**src/rtl/spi_port_pkg.sv**
```systemverilog
package spi_port_pkg;
   localparam int NUM_PINS = 4;
   localparam int PIN_MISO = 0;
   localparam int PIN_MOSI = 1;
   localparam int PIN_SCK  = 2;
   localparam int PIN_SEL  = 3;

   localparam int SYNC_W    = 3;
   localparam int SYNC_MOSI = 0;
   localparam int SYNC_SCK  = 1;
   localparam int SYNC_SEL  = 2;

   typedef logic [NUM_PINS-1:0] pin_vec_t;
endpackage

```
**src/rtl/spi_sck_gen.sv**
```systemverilog
module spi_sck_gen #(
   parameter int SCK_DIV = 4
) (
   input  logic clk,
   input  logic rst_n,
   input  logic run_i,
   input  logic cpol_i,
   output logic sck_o,
   output logic tick_o
);
   localparam int HALF = SCK_DIV / 2;
   localparam int CW   = (HALF > 1) ? $clog2(HALF) : 1;

   generate
      if (SCK_DIV < 2 || (SCK_DIV % 2) != 0) begin : g_bad_div
         $error("spi_sck_gen: SCK_DIV must be even and at least 2");
      end
   endgenerate

   logic [CW-1:0] div_q;

   assign tick_o = run_i && (div_q == CW'(HALF - 1));

   always_ff @(posedge clk or negedge rst_n) begin
      if (!rst_n) begin
         div_q <= '0;
         sck_o <= 1'b0;
      end else if (!run_i) begin
         div_q <= '0;
         sck_o <= cpol_i;
      end else if (tick_o) begin
         div_q <= '0;
         sck_o <= ~sck_o;
      end else begin
         div_q <= div_q + CW'(1);
      end
   end

   AST_SCK_PARKS: assert property (@(posedge clk) disable iff (!rst_n)
      $fell(run_i) |-> (sck_o == cpol_i)) else $error("sck not at idle level after byte");
endmodule

```
**src/rtl/spi_sync.sv**
```systemverilog
module spi_sync #(
   parameter int         W       = 3,
   parameter int         STAGES  = 2,
   parameter logic [W-1:0] RST_VAL = '0
) (
   input  logic         clk,
   input  logic         rst_n,
   input  logic [W-1:0] d_i,
   output logic [W-1:0] q_o
);
   generate
      if (STAGES < 2) begin : g_bad_stages
         $error("spi_sync: STAGES must be at least 2");
      end
   endgenerate

   logic [W-1:0] stg_q [STAGES];

   always_ff @(posedge clk or negedge rst_n) begin
      if (!rst_n) begin
         for (int s = 0; s < STAGES; s++) stg_q[s] <= RST_VAL;
      end else begin
         stg_q[0] <= d_i;
         for (int s = 1; s < STAGES; s++) stg_q[s] <= stg_q[s-1];
      end
   end

   assign q_o = stg_q[STAGES-1];
endmodule

```
**src/rtl/spi_shift_core.sv**
```systemverilog
module spi_shift_core #(
   parameter int W = 8
) (
   input  logic         clk,
   input  logic         rst_n,
   input  logic         cpha_i,
   input  logic         load_i,
   input  logic [W-1:0] load_val_i,
   input  logic         abort_i,
   input  logic         step_i,
   input  logic         in_bit_i,
   output logic         out_bit_o,
   output logic         busy_o,
   output logic         done_o,
   output logic [W-1:0] word_o
);
   localparam int NEDGE = 2 * W;
   localparam int CW    = $clog2(NEDGE);
   localparam logic [CW-1:0] LAST_EDGE = CW'(NEDGE - 1);

   logic [W-1:0]  tx_q, rx_q;
   logic [CW-1:0] cnt_q;
   logic          act_q;
   logic          lead, last;
   logic [W-1:0]  rx_next;

   assign lead      = ~cnt_q[0];
   assign last      = (cnt_q == LAST_EDGE);
   assign rx_next   = {rx_q[W-2:0], in_bit_i};
   assign out_bit_o = tx_q[W-1];
   assign busy_o    = act_q;
   assign done_o    = act_q && step_i && last && !load_i && !abort_i;

   always_ff @(posedge clk or negedge rst_n) begin
      if (!rst_n) begin
         tx_q   <= '0;
         rx_q   <= '0;
         cnt_q  <= '0;
         act_q  <= 1'b0;
         word_o <= '0;
      end else if (load_i) begin
         tx_q  <= load_val_i;
         rx_q  <= '0;
         cnt_q <= '0;
         act_q <= 1'b1;
      end else if (abort_i) begin
         cnt_q <= '0;
         act_q <= 1'b0;
      end else if (act_q && step_i) begin
         cnt_q <= cnt_q + CW'(1);
         if (lead) begin
            if (!cpha_i)             rx_q <= rx_next;
            else if (cnt_q != '0)    tx_q <= tx_q << 1;
         end else begin
            if (cpha_i)              rx_q <= rx_next;
            else if (!last)          tx_q <= tx_q << 1;
         end
         if (last) begin
            act_q  <= 1'b0;
            word_o <= cpha_i ? rx_next : rx_q;
         end
      end
   end

   AST_TX_HELD: assert property (@(posedge clk) disable iff (!rst_n)
      (act_q && !step_i && !load_i) |=> $stable(tx_q)) else $error("shifter moved without an edge");
endmodule

```
**src/rtl/spi_pin_steer.sv**
```systemverilog
module spi_pin_steer
   import spi_port_pkg::*;
(
   input  logic     master_i,
   input  pin_vec_t dir_i,
   input  logic     slv_sel_i,
   input  logic     m_mosi_i,
   input  logic     m_sck_i,
   input  logic     m_sel_n_i,
   input  logic     s_miso_i,
   output pin_vec_t pad_o,
   output pin_vec_t pad_oe
);
   pin_vec_t want, val;

   always_comb begin
      want            = '0;
      val             = '0;
      want[PIN_MISO]  = !master_i && slv_sel_i;
      want[PIN_MOSI]  = master_i;
      want[PIN_SCK]   = master_i;
      want[PIN_SEL]   = master_i;
      val[PIN_MISO]   = s_miso_i;
      val[PIN_MOSI]   = m_mosi_i;
      val[PIN_SCK]    = m_sck_i;
      val[PIN_SEL]    = m_sel_n_i;
   end

   generate
      for (genvar p = 0; p < NUM_PINS; p++) begin : g_pin
         assign pad_oe[p] = want[p] & dir_i[p];
         assign pad_o[p]  = pad_oe[p] ? val[p] : 1'b0;
      end
   endgenerate
endmodule

```
**src/rtl/spi_pinmux_port.sv**
```systemverilog
module spi_pinmux_port
   import spi_port_pkg::*;
#(
   parameter int DATA_W      = 8,
   parameter int SCK_DIV     = 4,
   parameter int SYNC_STAGES = 2
) (
   input  logic              clk,
   input  logic              rst_n,
   input  logic              cfg_master,
   input  logic              cfg_cpol,
   input  logic              cfg_cpha,
   input  logic [3:0]        dir_bits,
   input  logic              host_wr,
   input  logic [DATA_W-1:0] host_wdata,
   input  logic              host_rd_data,
   input  logic              host_rd_stat,
   output logic [DATA_W-1:0] rx_data,
   output logic              xfer_done,
   output logic              xfer_busy,
   input  logic [3:0]        pad_i,
   output logic [3:0]        pad_o,
   output logic [3:0]        pad_oe,
   output logic [3:0]        gp_in
);
   generate
      if (DATA_W < 2) begin : g_bad_width
         $error("spi_pinmux_port: DATA_W must be at least 2");
      end
   endgenerate

   // slave-side synchronizers (select resets high = deselected)
   logic [SYNC_W-1:0] s_q;
   logic              sck_d_q, sel_d_q;
   logic              sel_s_n, sel_rise, sel_fall, sck_evt;

   spi_sync #(.W(SYNC_W), .STAGES(SYNC_STAGES), .RST_VAL(3'b100)) u_sync (
      .clk   (clk),
      .rst_n (rst_n),
      .d_i   ({pad_i[PIN_SEL], pad_i[PIN_SCK], pad_i[PIN_MOSI]}),
      .q_o   (s_q)
   );

   always_ff @(posedge clk or negedge rst_n) begin
      if (!rst_n) begin
         sck_d_q <= 1'b0;
         sel_d_q <= 1'b1;
      end else begin
         sck_d_q <= s_q[SYNC_SCK];
         sel_d_q <= s_q[SYNC_SEL];
      end
   end

   assign sel_s_n  = s_q[SYNC_SEL];
   assign sel_rise = sel_s_n & ~sel_d_q;
   assign sel_fall = ~sel_s_n & sel_d_q;
   assign sck_evt  = s_q[SYNC_SCK] ^ sck_d_q;

   // shifter control
   logic              core_busy, core_done, core_out;
   logic              gen_tick, gen_sck;
   logic              mst_start, slv_start, core_load, core_abort, core_step;
   logic [DATA_W-1:0] tx_hold_q, load_val;

   assign mst_start  = cfg_master && host_wr && !core_busy;
   assign slv_start  = !cfg_master && sel_fall;
   assign core_load  = mst_start || slv_start;
   assign load_val   = mst_start ? host_wdata : tx_hold_q;
   assign core_abort = !cfg_master && sel_rise && core_busy;
   assign core_step  = cfg_master ? gen_tick : (sck_evt && !sel_s_n);

   always_ff @(posedge clk or negedge rst_n) begin
      if (!rst_n)                                   tx_hold_q <= '0;
      else if (host_wr && !(cfg_master && core_busy)) tx_hold_q <= host_wdata;
   end

   spi_sck_gen #(.SCK_DIV(SCK_DIV)) u_sck (
      .clk    (clk),
      .rst_n  (rst_n),
      .run_i  (cfg_master && core_busy),
      .cpol_i (cfg_cpol),
      .sck_o  (gen_sck),
      .tick_o (gen_tick)
   );

   spi_shift_core #(.W(DATA_W)) u_core (
      .clk        (clk),
      .rst_n      (rst_n),
      .cpha_i     (cfg_cpha),
      .load_i     (core_load),
      .load_val_i (load_val),
      .abort_i    (core_abort),
      .step_i     (core_step),
      .in_bit_i   (cfg_master ? pad_i[PIN_MISO] : s_q[SYNC_MOSI]),
      .out_bit_o  (core_out),
      .busy_o     (core_busy),
      .done_o     (core_done),
      .word_o     (rx_data)
   );

   // completion flag: set on byte end, cleared by status read then data access
   logic armed_q;

   always_ff @(posedge clk or negedge rst_n) begin
      if (!rst_n) begin
         xfer_done <= 1'b0;
         armed_q   <= 1'b0;
      end else if (core_done) begin
         xfer_done <= 1'b1;
         armed_q   <= 1'b0;
      end else if (armed_q && (host_wr || host_rd_data)) begin
         xfer_done <= 1'b0;
         armed_q   <= 1'b0;
      end else if (host_rd_stat && xfer_done) begin
         armed_q   <= 1'b1;
      end
   end

   assign xfer_busy = core_busy;
   assign gp_in     = pad_i;

   spi_pin_steer u_steer (
      .master_i  (cfg_master),
      .dir_i     (dir_bits),
      .slv_sel_i (!sel_s_n),
      .m_mosi_i  (core_out),
      .m_sck_i   (gen_sck),
      .m_sel_n_i (!core_busy),
      .s_miso_i  (core_out),
      .pad_o     (pad_o),
      .pad_oe    (pad_oe)
   );

   AST_FLAG_AT_END: assert property (@(posedge clk) disable iff (!rst_n)
      $rose(xfer_done) |-> !xfer_busy) else $error("flag rose mid-byte");
   AST_FLAG_STICKY: assert property (@(posedge clk) disable iff (!rst_n)
      (xfer_done && !armed_q) |=> xfer_done) else $error("flag cleared without status read");
   AST_OE_NEEDS_DIR: assert property (@(posedge clk) disable iff (!rst_n)
      (pad_oe & ~dir_bits) == 4'b0000) else $error("pin driven with direction bit clear");
   AST_INPUTS_RELEASED: assert property (@(posedge clk) disable iff (!rst_n)
      cfg_master ? !pad_oe[PIN_MISO] : (pad_oe[PIN_SEL:PIN_MOSI] == 3'b000)) else $error("SPI input pin driven");
   AST_UNSEL_HIZ: assert property (@(posedge clk) disable iff (!rst_n)
      (!cfg_master && sel_s_n) |-> !pad_oe[PIN_MISO]) else $error("MISO driven while deselected");
   AST_ABORT_NO_FLAG: assert property (@(posedge clk) disable iff (!rst_n)
      core_abort |=> !$rose(xfer_done)) else $error("aborted byte raised flag");
   AST_BUSY_WRITE_IGNORED: assert property (@(posedge clk) disable iff (!rst_n)
      (cfg_master && core_busy && host_wr && !core_done) |=> core_busy) else $error("write restarted master byte");
endmodule

```
**config.mk**
```make
export PLATFORM = sky130hd
export DESIGN_NAME = spi_pinmux_port
export DESIGN_NICKNAME = d
export VERILOG_FILES = /design/src/rtl/spi_port_pkg.sv /design/src/rtl/spi_sck_gen.sv /design/src/rtl/spi_sync.sv /design/src/rtl/spi_shift_core.sv /design/src/rtl/spi_pin_steer.sv /design/src/rtl/spi_pinmux_port.sv
export SDC_FILE = /design/constraint.sdc
export NUM_CORES = 1
export LEC_CHECK = 0
export ABC_AREA = 1
export BUFFER_PORTS_ARGS = -buffer_cell sky130_fd_sc_hd__buf_2
export CAP_MARGIN = 20
export CORE_ASPECT_RATIO = 0.7
export CORE_UTILIZATION = 40
export CTS_BUF_LIST = sky130_fd_sc_hd__clkbuf_16
export DETAILED_ROUTE_END_ITERATION = 8
export HOLD_SLACK_MARGIN = 0.03
export SLEW_MARGIN = 25
export SYNTH_ARGS = -nofsm -noshare
export SYNTH_HDL_FRONTEND = slang
export SYNTH_SLANG_ARGS = --single-unit
```
**constraint.sdc**
```tcl
create_clock -name clk -period 3.2 [get_ports clk]
set_input_delay 0.16 -clock clk [delete_from_list [all_inputs] [get_ports clk]]
set_output_delay 0.16 -clock clk [all_outputs]
set_load 0.1 [all_outputs]
```
==> reports/qor.txt, run 1 <==
FFs w/ async S/R, synth - 100%
Setup crit end - u_core.word_o[4]
Die Y - 69.4 µm
initial core utilization - 41.6%
CP required - 3.37 ns
sequential area share after synthesis - 47.3%
arrival time worst endpoint - 2.18 ns
NumNets Final - 410
CTS tree - done
first-pass GRT wire length - 9180 µm
Synth Instances - 343
vias in the first global route - 1974
CTS clock-pin slew for the worst setup and hold paths - 0.06 ns
setup bufs post-CTS - 0
Root Buffer - clkbuf_16
prevailing post-synth register cell - dfrtp_1
DR vias/cell - 4.76
pwr dens - 622 nW/µm²
pin count of the biggest net entering global routing - 49
Pre-Repair DR Iteration Count - 9
Pint - 0.00123 W
layout cells sized above 1 - 19.5%
clock tree buffer depth - 2
DP Wirelength - 3830 µm
Worst Hold Class - in2reg
Sequential Power Share - 42.4%
Least-Margin Pin Slew - 0.645 ns
# port buffers - 45
reg2reg setup slack - 1.20 ns
GRT Overall Usage - 16.9%
# diodes - 0
insertion delay to the later sink of the worst-skew pair - 0.28 ns
Final setup viols - 0
Post-CTS Hold Buffers - 4
final setup TNS - 0 ns
Final Slew Violations - 0
Crit. End Element - register
DRC - 3
Slew headroom - 56.9%
VDD IR max - 0.000301 V
gp weighted congestion - 0.779
Worst R2R End - u_core.word_o[4]
YS warnings - 0
Synth Area per Inst - 7.58 µm²
crit path from - u_core.busy_o
skew final - 0.00269 ns
post-synth cell types - 27
DRT iter0 DRCs - 101
FF-to-FF path depth - 7
final WL - 5260 µm
die width - 98.3 µm
crit path kind - reg2reg
failing checks - design-rule violations
remaining antenna violation count after routing - 0
Tot Pwr - 0.00187 W
cts bufs inserted - 5
via count - 2206
core box area - 6250 µm²
final period utilization - 62.6%
max-cap violation count - 0
clk sinks - 49
Crit Reg-Reg Startpoint - u_core.busy_o
RSZ-0062 raised after global routing - no
Yosys reg bits - 49
Final min period - 2.00 ns
Routed WL per cell - 11.3 µm
Clock power frac - 30.7%
Top Ports - 46
fmax - 499 MHz
switching pwr - 0.000639 W
Net Count, Synth - 369
Leakage - 1.73 nW
Syn Std Cell Area - 2600 µm²
Hold Fails Final Rpt - 0
Fillers - 603
final cell count without fillers - 463
Inst Count DP - 451
Layout area overhead - 15.6%
Critical Path Start Type - register
status - finished with violations
Sw Ratio - 34.2%
Comb pwr share - 26.9%
maximum fanout along the worst path - 40
cell row count - 24
initial antenna violation count - 0
htree depth - 2
die area - 6830 µm²
Congestion Overflow GR - 0
Resized cells post-CTS - 0
number of enable flip-flop cells after synthesis - 0
Yosys cell counts (2+ instances only):
cell type    n  share of area, %
nand2_1    135                19
dfrtp_1     46                44
inv_1       31               4.5
nand3_1     26               5.0
o21ai_0     23               4.4
nor2_1      18               2.6
nand4_1     13               3.1
nand2_2      7               1.7
buf_2        6               1.2
a21oi_1      5              0.96
buf_4        5               1.4
inv_2        4              0.58
dfstp_2      3               3.0
nor2_2       3              0.72
buf_6        2              0.87
ha_1         2              0.96
o211ai_1     2              0.58
or2_2        2              0.48
xor2_1       2              0.67
power groups by stage:
stage | logic [W] | clock network (W) | registers (W)
global placement | 0.000496 | 0 | 0.000803
detailed placement | 0.000499 | 0 | 0.000804
finish | 0.000503 | 0.000575 | 0.000793
floorplan | 0.000413 | 0 | 0.000804
global route | 0.000570 | 0.000618 | 0.000807
CTS | 0.000506 | 0.000592 | 0.000792
cell type report:
cell class / count / area (µm²) / share of cell area (%)
Multi-Input combinational cell: 242 / 1100 / 36.7
Timing Repair Buffer: 50 / 275 / 9.16
Clock buffer: 5 / 125 / 4.16
Inverter: 36 / 138 / 4.58
Clock inverter: 3 / 37.5 / 1.25
Sequential cell: 49 / 1230 / 40.9
Tap cell: 78 / 97.6 / 3.25
cell families (layout without fill, tap and decap cells):
group | Yosys count | in the layout | synth area share, %
simple gates | 208 | 208 | 34.8
buf+inv | 52 | 94 | 10.3
flops | 49 | 49 | 47.3
compound gates | 30 | 30 | 5.97
fa+ha+maj | 2 | 2 | 0.963
xor+xnor | 2 | 2 | 0.674
cells in the final DEF, fill, tap and decap left out:
cell	netlist	layout
o211ai_1	2	2
clkinv_1	0	1
inv_1	31	32
nand2_2	7	7
dfrtp_1	46	46
dfstp_2	3	3
nor3_1	1	1
nor2_1	18	18
a21oi_1	5	5
inv_4	1	1
or2_2	2	2
clkbuf_16	0	5
nor2_2	3	3
o21ai_0	23	23
nand2_1	135	135
xor2_1	2	2
nand3_1	26	26
nand3_2	1	1
dlygate4sd3_1	0	4
inv_2	4	4
nand3_4	1	1
bufinv_16	0	1
nand2_4	1	1
ha_1	2	2
buf_4	5	2
nand4_1	13	13
buf_2	6	44
per-stage QoR:
| stage | utilization, % | area (µm²) | setup WS, ns | hold slack [ns] |
|---|---|---|---|---|
| 3_3_place_gp | 44.8 | 2800 | 1.28 | 0.276 |
| 3_5_place_dp | 44.9 | 2800 | 1.19 | 0.217 |
| 5_1_grt | 48.1 | 3010 | 0.964 | 0.159 |
| 4_1_cts | 48.1 | 3010 | 1.18 | 0.133 |
| 2_1_floorplan | - | 2600 | 0.519 | -0.136 |
| 6_report | 48.1 | 3010 | 1.20 | 0.136 |
metal layers:
layer / part of all wire, % / track usage [%] / wire length (µm)
met2: 41 / 25.4 / 2180
met5: 0 / 0 / 0
met3: 3.8 / 3.63 / 202
met1: 54 / 24.5 / 2850
met4: 0.55 / 4.98 / 29
how the worst min path moves through the flow:
| stage | start | to | slack (ns) | depth (start not counted) |
|---|---|---|---|---|
| 3_3_place_gp | pad_i[3] | u_sync.stg_q[5] | 0.28 | 1 |
| 4_1_cts | cfg_cpol | u_sck.sck_o | 0.13 | 3 |
| 5_1_grt | cfg_cpol | u_sck.sck_o | 0.16 | 3 |
| 3_5_place_dp | rst_n | u_core.word_o[3] | 0.22 | 1 |
| 2_1_floorplan | rst_n | armed_q | -0.14 | 0 |
| 6_report | cfg_cpol | u_sck.sck_o | 0.14 | 3 |
registers in the layout, summed over array words and instances (netlist names):
| name | count |
|---|---|
| u_core.tx_q | 8 |
| u_core.rx_q | 8 |
| u_core.word_o | 8 |
| u_sync.stg_q | 3 |
| sel_d_q | 1 |
| u_core.cnt_q | 4 |
| tx_hold_q | 8 |
| armed_q | 1 |
| xfer_done | 1 |
| u_sck.div_q | 1 |
| sck_d_q | 1 |
| u_sck.sck_o | 1 |
| u_core.busy_o | 1 |
| u_sync.q_o | 3 |
worst max-delay path, stage by stage (launching register included):
cell and delay (ns):
dfrtp_1 0.45, inv_2 0.08, nand3_2 0.21, nand2_2 0.22, inv_2 0.54, nand3_4 0.23
nand2_1 0.12, nand2_1 0.05
Note: power is estimated with default switching activity, not from simulation.
==> run 2, diff against run 1 <==
==> constraint.sdc (replaced) <==
create_clock -name clk -period 2 [get_ports clk]
set_input_delay 0.1 -clock clk [delete_from_list [all_inputs] [get_ports clk]]
set_output_delay 0.1 -clock clk [all_outputs]
set_load 0.1 [all_outputs]
==> run 2 against run 1 <==
Effect of this change: the run still ends with design-rule violations left; sequential power rose by 59%; clock power rose by 39%; final area rose by 1.1%; non-clock buffer count rose by 7; core utilization rose by 0.54 points; critical path depth rose by 1; sequential share of layout area fell by 0.41 points; hold slack got worse by 0.074 ns; clock skew rose by 0.0038 ns; first-iteration DRC count rose by 48%; flip-flop and latch count did not move; largest cell class unchanged; largest power group unchanged.
==> reports/qor.txt, run 2 (synthesis results as in run 1) <==
status - finished with violations
failing checks - design-rule violations
fin area - 3040 µm²
initial antenna violation count - 0
fmax - 634 MHz
Comb pwr share - 29.4%
layout cells sized above 1 - 21.7%
# port buffers - 45
DP Area - 2860 µm²
DP Wirelength - 3990 µm
Tot Pwr - 0.00291 W
gp weighted congestion - 0.845
worst-path cell chain - inv_1, nand3_1, nand2_2, inv_2, buf_4, nand3_4, nand2_1, nand2_1
Pint - 0.00187 W
Final setup viols - 0
VDD IR max - 0.000401 V
Pre-Repair DR Iteration Count - 8
core box area - 6250 µm²
final setup margin - 0.422 ns
remaining antenna violation count after routing - 0
Layout area overhead - 16.9%
Critical Path Start Type - register
cell repeated most along the worst path - nand2_1
htree depth - 2
GRT Overall Usage - 17.4%
DR vias/cell - 4.73
die width - 98.3 µm
switching pwr - 0.00104 W
crit path buf inv count - 3
CTS tree - done
final WL - 5440 µm
vias in the first global route - 2021
max-cap violation count - 0
most frequent cells in the layout - 135 x nand2_1, 45 x dfrtp_1, 45 x buf_2, 31 x inv_1, 26 x nand3_1
Final min period - 1.58 ns
Worst Hold Class - in2reg
Sw Ratio - 35.7%
Setup WS pre-CTS - 0.406 ns
NumNets Final - 417
maximum fanout along the worst path - 13
via count - 2222
DRT iter0 DRCs - 149
pwr dens - 958 nW/µm²
cell row count - 24
Top Ports - 46
Die Y - 69.4 µm
final period utilization - 78.9%
crit path kind - reg2reg
Least-Margin Pin Slew - 0.634 ns
Crit. End Element - register
Congestion Overflow GR - 0
die area - 6830 µm²
Root Buffer - clkbuf_16
slowest CP cell - dfstp_2
Clock power frac - 27.4%
CP delay by family, top - flip-flops
CTS clock-pin slew for the worst setup and hold paths - 0.07 ns
arrival time worst endpoint - 1.76 ns
pin count of the biggest net entering global routing - 50
skew final - 0.00645 ns
Hold Fails Final Rpt - 0
Routed WL per cell - 11.6 µm
Slew headroom - 57.7%
commonest non-fill, non-tap cell in the layout - nand2_1
first-pass GRT wire length - 9480 µm
cts bufs inserted - 5
Leakage - 1.74 nW
CP required - 2.18 ns
final setup TNS - 0 ns
Final Slew Violations - 0
Sequential Power Share - 43.3%
clock tree buffer depth - 2
insertion delay to the later sink of the worst-skew pair - 0.29 ns
DRC - 4
RSZ-0062 raised after global routing - no
clk sinks - 49
CP peak stage delay - 0.54 ns
# diodes - 0
post-layout util - 48.7%
initial core utilization - 41.6%
==> run 2: power by group through the flow <==
| stage | registers, W | clock network [W] | logic (W) |
|---|---|---|---|
| after floorplan | 0.00129 | 0 | 0.000663 |
| after global placement | 0.00127 | 0 | 0.000851 |
| after detailed placement | 0.00127 | 0 | 0.000854 |
| after CTS | 0.00126 | 0.000829 | 0.000862 |
| after global routing | 0.00128 | 0.000864 | 0.000974 |
| final | 0.00126 | 0.000797 | 0.000855 |
==> run 2: layer usage <==
layer	share of wire, %	global-route usage (%)
met5	0	0
met4	0.77	4.48
met3	4.8	3.43
met2	41	25.7
met1	53	26.0
==> run 2: per-stage QoR <==
step	hold slack (ns)	std cells
6_report	0.0622	470
2_1_floorplan	-0.196	343
3_3_place_gp	0.214	458
3_5_place_dp	0.215	458
5_1_grt	0.0818	470
4_1_cts	0.0599	470
==> run 2: cell type report <==
class	instances	area (µm²)
clock buffer	5	125
clock inverter	3	12.5
fill	651	3210
inverter	36	138
multi-input combinational	242	1110
sequential	49	1230
tap	78	97.6
timing repair buffer	57	325
==> run 2: final timing paths <==
kind,from,to,slack [ns],cells after the start
setup / recovery,u_sync.q_o[2],u_core.word_o[3],0.42,8
hold / removal,cfg_cpol,u_sck.sck_o,0.06,3
setup reg to reg,u_sync.q_o[2],u_core.word_o[3],0.42,8
hold reg to reg,u_sync.stg_q[4],u_sync.q_o[1],0.35,0
max in group asynchronous,rst_n,u_core.busy_o,1.09,3
min in group asynchronous,rst_n,u_core.word_o[4],0.44,3
==> run 2: timing repair <==
| item | CTS | global route |
|---|---|---|
| endpoints found under the hold margin | 49 | 0 |
| setup buffers | 0 | 0 |
| gates resized for setup | 0 | 0 |
| hold buffers | 4 | 0 |
==> run 2: tightest hold or removal path, cell delays in order <==
cell and delay (ns):
buf_2 0.08, nand2_1 0.04, o211ai_1 0.08
==> run 3, diff against run 2 <==
==> constraint.sdc (replaced) <==
create_clock -name clk -period 1.6 [get_ports clk]
set_input_delay 0.08 -clock clk [delete_from_list [all_inputs] [get_ports clk]]
set_output_delay 0.08 -clock clk [all_outputs]
set_load 0.1 [all_outputs]
==> run 3 against run 2 <==
Effect of this change: highest routed layer unchanged; critical path type unchanged; die area unchanged; cell count increased by 0.64%; final area increased by 2.1%; maximum frequency increased by 6.5%; via count about the same; count of clock-buffer cells in the layout unchanged; clock skew decreased by 0.0012 ns; hold slack got worse by 0.028 ns; global-route usage increased by 0.72 points; the run still ends with design-rule violations left.
==> reports/qor.txt, run 3 (synthesis results as in run 1) <==
CTS tree - done
Inst Count DP - 462
final cell count without fillers - 473
hold depth - 3
die area - 6830 µm²
# diodes - 0
clk sinks - 49
CTS clock-pin slew for the worst setup and hold paths - 0.06 ns
Pre-Repair DR Iteration Count - 8
CP delay by family, top - simple AND/OR/NAND/NOR gates
Critical Path Start Type - register
Die Y - 69.4 µm
pwr dens - 1180 nW/µm²
Hold Startpoint - cfg_cpol
crit path kind - reg2reg
Worst Hold Class - in2reg
crit path buf inv count - 2
fmax - 675 MHz
RSZ-0062 raised after global routing - no
Final setup viols - 0
clock tree buffer depth - 2
reg2reg setup slack - 0.12 ns
final WL - 5450 µm
VDD IR max - 0.000510 V
Fillers - 612
maximum fanout along the worst path - 16
Reg area - 1230 µm²
most frequent cells in the layout - 135 x nand2_1, 45 x buf_2, 44 x dfrtp_1, 32 x inv_1, 26 x nand3_1
pin count of the biggest net entering global routing - 27
via count - 2221
first-pass GRT wire length - 9780 µm
Final min period - 1.48 ns
cell row count - 24
Hold EP - u_sck.sck_o
Crit Reg-Reg Startpoint - u_sync.q_o[2]
remaining antenna violation count after routing - 0
Congestion Overflow GR - 0
Worst R2R End - u_core.tx_q[4]
Final Slew Violations - 0
die width - 98.3 µm
DRT iter0 DRCs - 105
Top Ports - 46
commonest non-fill, non-tap cell in the layout - nand2_1
Hold Fails Final Rpt - 0
# port buffers - 45
skew final - 0.00529 ns
Root Buffer - clkbuf_16
failing checks - design-rule violations
vias in the first global route - 2092
initial antenna violation count - 0
htree depth - 2
DP Wirelength - 4170 µm
Slew headroom - 67.6%
slowest CP cell - dfstp_2
layout cells sized above 1 - 23.5%
max-cap violation count - 0
arrival time worst endpoint - 1.70 ns
worst-path cell chain - inv_1, nand2_2, nor2_2, nand2_2, nand2_8, nand2_2, buf_4, nand3_1, nand2_1
CP required - 1.82 ns
insertion delay to the later sink of the worst-skew pair - 0.28 ns
CP peak stage delay - 0.55 ns
Layout area overhead - 19.4%
core box area - 6250 µm²
DRC - 1
NumNets Final - 421
Crit. End Element - register
cts bufs inserted - 5
Routed WL per cell - 11.5 µm
Leakage - 1.78 nW
FF-to-FF path depth - 9
gp weighted congestion - 0.815
status - finished with violations
multi-input logic area - 1130 µm²
GRT Overall Usage - 18.1%
DR vias/cell - 4.70
Least-Margin Pin Slew - 0.490 ns
cell repeated most along the worst path - nand2_2
final period utilization - 92.6%
initial core utilization - 41.6%
Hold WS - 0.0341 ns
-- run 3: layout make-up --
cell class | count | area share, %
flip-flops and latches | 49 | 39.8
multi-input cells | 242 | 36.5
repair buffers | 61 | 11.9
inverters | 36 | 4.44
clock buffers | 5 | 4.03
well taps | 78 | 3.15
clock inverters | 2 | 0.282
-- run 3: repair_timing --
| action | in CTS | in global routing |
|---|---|---|
| hold buffers | 4 | 0 |
| resized for setup | 0 | 3 |
| endpoints found under the hold margin | 49 | 0 |
| buffers inserted | 0 | 0 |
| setup endpoints to repair | 0 | 7 |
-- run 3: tightest hold or removal path: stages --
cell and delay, ns:
buf_2 0.08, nand2_1 0.04, o211ai_1 0.08
-- run 3: where the power goes --
part           leakage [nW]  internal [W]  switching (W)
sequential            0.632       0.00144       0.000136
combinational          1.07      0.000356       0.000740
clock                0.0709      0.000562       0.000427
total                  1.78       0.00236        0.00130
-- run 3: worst max path at each step --
stage             startpoint             end  depth (start not counted)
4_1_cts        u_sync.q_o[2]  u_core.rx_q[1]                          9
3_5_place_dp   u_sync.q_o[2]  u_core.rx_q[1]                          9
6_report       u_sync.q_o[2]  u_core.tx_q[4]                          9
2_1_floorplan  u_sync.q_o[2]        pad_o[0]                          3
5_1_grt        u_sync.q_o[2]  u_core.tx_q[5]                          9
3_3_place_gp   u_sync.q_o[2]  u_core.rx_q[6]                          9
-- run 3: layer usage --
metal  wire, µm  share of wire [%]  GRT usage (%)  up-vias
li1           -                  -              -     1185
met1       3050                 56           27.9      996
met2       2200                 40           25.7       36
met3        164                3.0           3.33        4
met4         37               0.68           5.47        0
met5          0                  0              0        -
-- run 3: per-stage QoR --
| stage | cell area (µm²) | power, W | setup slack, ns | util [%] | setup TNS, ns |
|---|---|---|---|---|---|
| after floorplan | 2620 | 0.00245 | -0.145 | - | -0.145 |
| after global placement | 2910 | 0.00267 | 0.141 | 46.7 | 0 |
| after detailed placement | 2910 | 0.00269 | 0.0758 | 46.7 | 0 |
| after CTS | 3090 | 0.00371 | 0.0633 | 49.4 | 0 |
| after global routing | 3100 | 0.00393 | 0.00741 | 49.7 | 0 |
| final | 3100 | 0.00366 | 0.118 | 49.7 | 0 |
